### src/rtl/waddr_ctr.sv
module waddr_ctr #(
  parameter int HI_W  = 3,
  parameter int LO_W  = 8,
  parameter int OFS_W = 4
) (
  input  logic                 clk,
  input  logic                 rst_n,
  input  logic                 ld_hi,
  input  logic                 dev_rd,
  input  logic [HI_W-1:0]      hi_val,
  input  logic                 ld_lo,
  input  logic [LO_W-1:0]      lo_val,
  input  logic                 step,
  input  logic                 step_rd,
  output logic [HI_W+LO_W-1:0] addr
);
  localparam int AW = HI_W + LO_W;

  logic [AW-1:0] cur;
  logic          armed;

  wire              hi_take  = ld_hi & ~dev_rd;
  wire              any_ld   = hi_take | ld_lo;
  wire [AW-1:0]     rd_next  = cur + AW'(1);
  wire [OFS_W-1:0]  ofs_next = cur[OFS_W-1:0] + OFS_W'(1);
  wire [AW-1:0]     wr_next  = {cur[AW-1:OFS_W], ofs_next};

  always_ff @(posedge clk) begin
    if (!rst_n) begin
      cur <= '0;
    end else if (any_ld) begin
      if (hi_take) cur[AW-1:LO_W] <= hi_val;
      if (ld_lo)   cur[LO_W-1:0]  <= lo_val;
    end else if (step) begin
      cur <= step_rd ? rd_next : wr_next;
    end
  end

  always_ff @(posedge clk) begin
    if (!rst_n) armed <= 1'b0;
    else        armed <= 1'b1;
  end

  assign addr = cur;

  assert_hi_load_R2: assert property (@(posedge clk) disable iff (!rst_n)
    (armed && $past(ld_hi && !dev_rd)) |-> addr[AW-1:LO_W] == $past(hi_val));

  assert_lo_load_R3: assert property (@(posedge clk) disable iff (!rst_n)
    (armed && $past(ld_lo)) |-> addr[LO_W-1:0] == $past(lo_val));

  assert_rd_dev_ignored_R4: assert property (@(posedge clk) disable iff (!rst_n)
    (armed && $past(ld_hi && dev_rd && !ld_lo && !step)) |-> addr == $past(addr));

  assert_write_page_wrap_R5: assert property (@(posedge clk) disable iff (!rst_n)
    (armed && $past(step && !step_rd && !ld_lo && !(ld_hi && !dev_rd))) |->
      (addr[AW-1:OFS_W] == $past(addr[AW-1:OFS_W]) &&
       addr[OFS_W-1:0] == ($past(addr[OFS_W-1:0]) + OFS_W'(1))));

  assert_read_full_wrap_R6: assert property (@(posedge clk) disable iff (!rst_n)
    (armed && $past(step && step_rd && !ld_lo && !(ld_hi && !dev_rd))) |->
      addr == ($past(addr) + AW'(1)));

  assert_load_beats_step_R7: assert property (@(posedge clk) disable iff (!rst_n)
    (armed && $past(step && ld_lo && !ld_hi)) |->
      addr[AW-1:LO_W] == $past(addr[AW-1:LO_W]));

  assert_hold_idle_R8: assert property (@(posedge clk) disable iff (!rst_n)
    (armed && $past(!step && !ld_lo && !(ld_hi && !dev_rd))) |-> $stable(addr));
endmodule

### config.mk
export PLATFORM = sky130hd
export DESIGN_NAME = waddr_ctr
export DESIGN_NICKNAME = d
export VERILOG_FILES = /design/src/rtl/waddr_ctr.sv
export SDC_FILE = /design/constraint.sdc
export NUM_CORES = 1
export LEC_CHECK = 0
export BUFFER_PORTS_ARGS = -buffer_cell sky130_fd_sc_hd__buf_2
export CELL_PAD_IN_SITES_DETAIL_PLACEMENT = 0
export CELL_PAD_IN_SITES_GLOBAL_PLACEMENT = 1
export CORE_ASPECT_RATIO = 1.1
export CORE_MARGIN = 3
export CORE_UTILIZATION = 32
export DETAILED_ROUTE_END_ITERATION = 10
export PLACE_DENSITY_LB_ADDON = 0.1
export SLEW_MARGIN = 20
export SYNTH_ARGS = -nofsm -noshare
export SYNTH_HDL_FRONTEND = slang
export SYNTH_SLANG_ARGS = --single-unit
export TNS_END_PERCENT = 20
### constraint.sdc
create_clock -name clk -period 2 [get_ports clk]
set_clock_uncertainty 0.05 [all_clocks]
set_input_delay 0.3 -clock clk [delete_from_list [all_inputs] [get_ports clk]]
set_output_delay 0.3 -clock clk [all_outputs]
set_load 0.05 [all_outputs]
==> reports/results.ini <==
[placed_design]
hpwl_um=1404
routabilityCongestion=0.7228
numPortBuffers=28

[final_layout]
area_growth_pct=28.44
drive_gt1_share_pct=30.36
largest_register_ffs=11
final_nets=132
regArea_um2=220.2
fillers=225
multi_input_area_um2=450.4
antennaDiodeCount=0

[sta]
timing.slew.headroom_pct=76.83
fin_crit_ns=1.611
max_freq_mhz=620.9
maxSlewViolCount=0
tightest_slew_ns=0.3475
fin_crit_sh_pct=80.53
tns_ns=0
hold_violations=0
rsz0062_at_grt=no
finalSetupViolations=0

[critical_path]
start_kind=flip-flop
endpoint_kind=flip-flop
cp_data_required_time_ns=2.11
criticalPathCategory=reg2reg
cp.arrival_ns=1.72
cp_max_fo=5

[pwr]
seq_power_share_pct=46.1
ir_drop_v=0.0003052
sw_frac_of_total_pct=33.81
power_uw=544.3
clockPowerShare_pct=28.0
switchingPower_uw=184.0
p_per_area_nw_per_um2=613.6
p_leak_uw=0.0004345
p_int_uw=360.3
comb_power_share_pct=26.0

[die]
coreArea_um2=2021
start_util_pct=34.18
io_pins=29
die_y_um=54.73
die_area_um2=2752
die_w_um=50.30
placementRows=17

[detailed_routing]
routed_wl_um=1837
ant_nets=0
firstDrtPassIters=4
drc=0
drt_iter0_markers=15
avgRoutedWirePerCell_um=13.12
vias=730
post_drt_via_cell_ratio=5.214

[synth]
synthArstFlopShare_pct=0
yosys-top-cells-area=dfxtp_1 32%, and3_1 5.4%, o211a_1 4.3%
netlist_area_um2=690.7
syn_inst=82
synth_area_per_cell_um2=8.423
synth_ff_type=dfxtp_1
synth-edff-count=0
ys_ff_latch=11
synth_commonest_cells=11 x dfxtp_1, 6 x and3_1, 6 x nand2_1
seq_area_frac_synth_pct=31.88
yosysTopAreaCellShare_pct=31.88
synth_nets=101
synth_warnings=0
synthDistinctLibCells=34
yosys.cell_count.top_type=dfxtp_1
post-synth-top-area-cell=dfxtp_1

[cts]
postCtsHoldBufs=0
cts_post_setup_buffers_inserted=0
worstSkewPairLatency_ns=0.27
cts_num_sinks=11
cts.repair.resized=0
cts_tree=yes
clk_path_buf_depth=2
cts_root_buffer=clkbuf_4
cts_buffers=3
clkTransAtPathRegs_ns=0.07
h-tree-depth=1

[global_route]
grtUsageTotal_pct=14.24
grt_pass1_vias=658
grt_pass1_wl_um=2870
antenna_found_initial=0
grt_max_degree=13
overflow=0

[flow_run]
drv_cap=0

[status]
status=finished clean

[min_path]
hold_path_class=in2reg

layer usage:
metal | global-route usage, % | vias to the layer above | wire (um)
met2 | 24.78 | 20 | 881
met5 | 0 | - | 0
met3 | 2.725 | 4 | 78
met1 | 16.56 | 330 | 840
li1 | - | 376 | -
met4 | 8.072 | 0 | 37
placed cells by master, fill, tap and decap left out, types with 2 or more instances in the layout:
cell type and n:
a21oi_1 4, nor3_1 2, buf_2 28, and4_4 2
dfxtp_1 11, xor2_1 3, and3_1 6, nand4_1 4
a31oi_1 2, o21ai_0 4, and2_1 3, o221ai_1 2
nand3_1 3, clkbuf_4 3, nand2_1 6, o211a_1 3
inv_1 2, xnor2_1 2, nor2_1 2, a21o_1 2
nand2b_1 3
through the flow:
| stage | utilization (%) | setup WS (ns) | hold slack (ns) | instance area [um2] | std cells |
|---|---|---|---|---|---|
| floorplan | - | 0.07918 | 0.3878 | 690.7 | 82 |
| global placement | 42.60 | 0.4082 | 0.4724 | 860.8 | 136 |
| detailed placement | 42.60 | 0.4125 | 0.4869 | 860.8 | 136 |
| CTS | 43.90 | 0.3971 | 0.2046 | 887.1 | 140 |
| global route | 43.90 | 0.2869 | 0.2161 | 887.1 | 140 |
| finish | 43.90 | 0.3893 | 0.2094 | 887.1 | 140 |
power by group through the flow:
| stage | Sequential (uW) | Clock, uW | Combinational (uW) |
|---|---|---|---|
| detailed placement | 256 | 0 | 142 |
| floorplan | 299 | 0 | 53.1 |
| finish | 251 | 152 | 141 |
| global route | 254 | 174 | 152 |
| CTS | 251 | 162 | 143 |
| global placement | 255 | 0 | 142 |
cell families after synthesis:
group,Yosys count,share of synthesized area (%)
AOI/OAI and AO/OA,25,26.63
DFF,11,31.88
adders and majority gates,1,1.811
and+or+nand+nor,35,30.44
buffers and inverters,5,2.899
xor gates and xnor gates,5,6.342
final timing paths:
check / from / endpoint / slack (ns) / depth (start not counted)
setup / recovery: addr[0] / addr[8] / 0.39 / 5
hold reg to reg: addr[4] / addr[4] / 0.51 / 2
setup reg to reg: addr[0] / addr[8] / 0.39 / 5
hold / removal: lo_val[1] / addr[1] / 0.21 / 2
critical path, stage by stage, from the launching register on:
cell and delay [ns]:
dfxtp_1 0.41, ha_1 0.21, and4_4 0.26, nand4_1 0.11, and3_1 0.20, o31a_1 0.26
final cells by class:
type / instances / share of cell area, %
multi-input cells: 66 / 50.78
flip-flops and latches: 11 / 24.82
repair buffers: 29 / 16.64
well taps: 28 / 3.949
clock buffers: 4 / 2.962
inverters: 2 / 0.8463
Note: power is estimated with default switching activity, not from simulation.
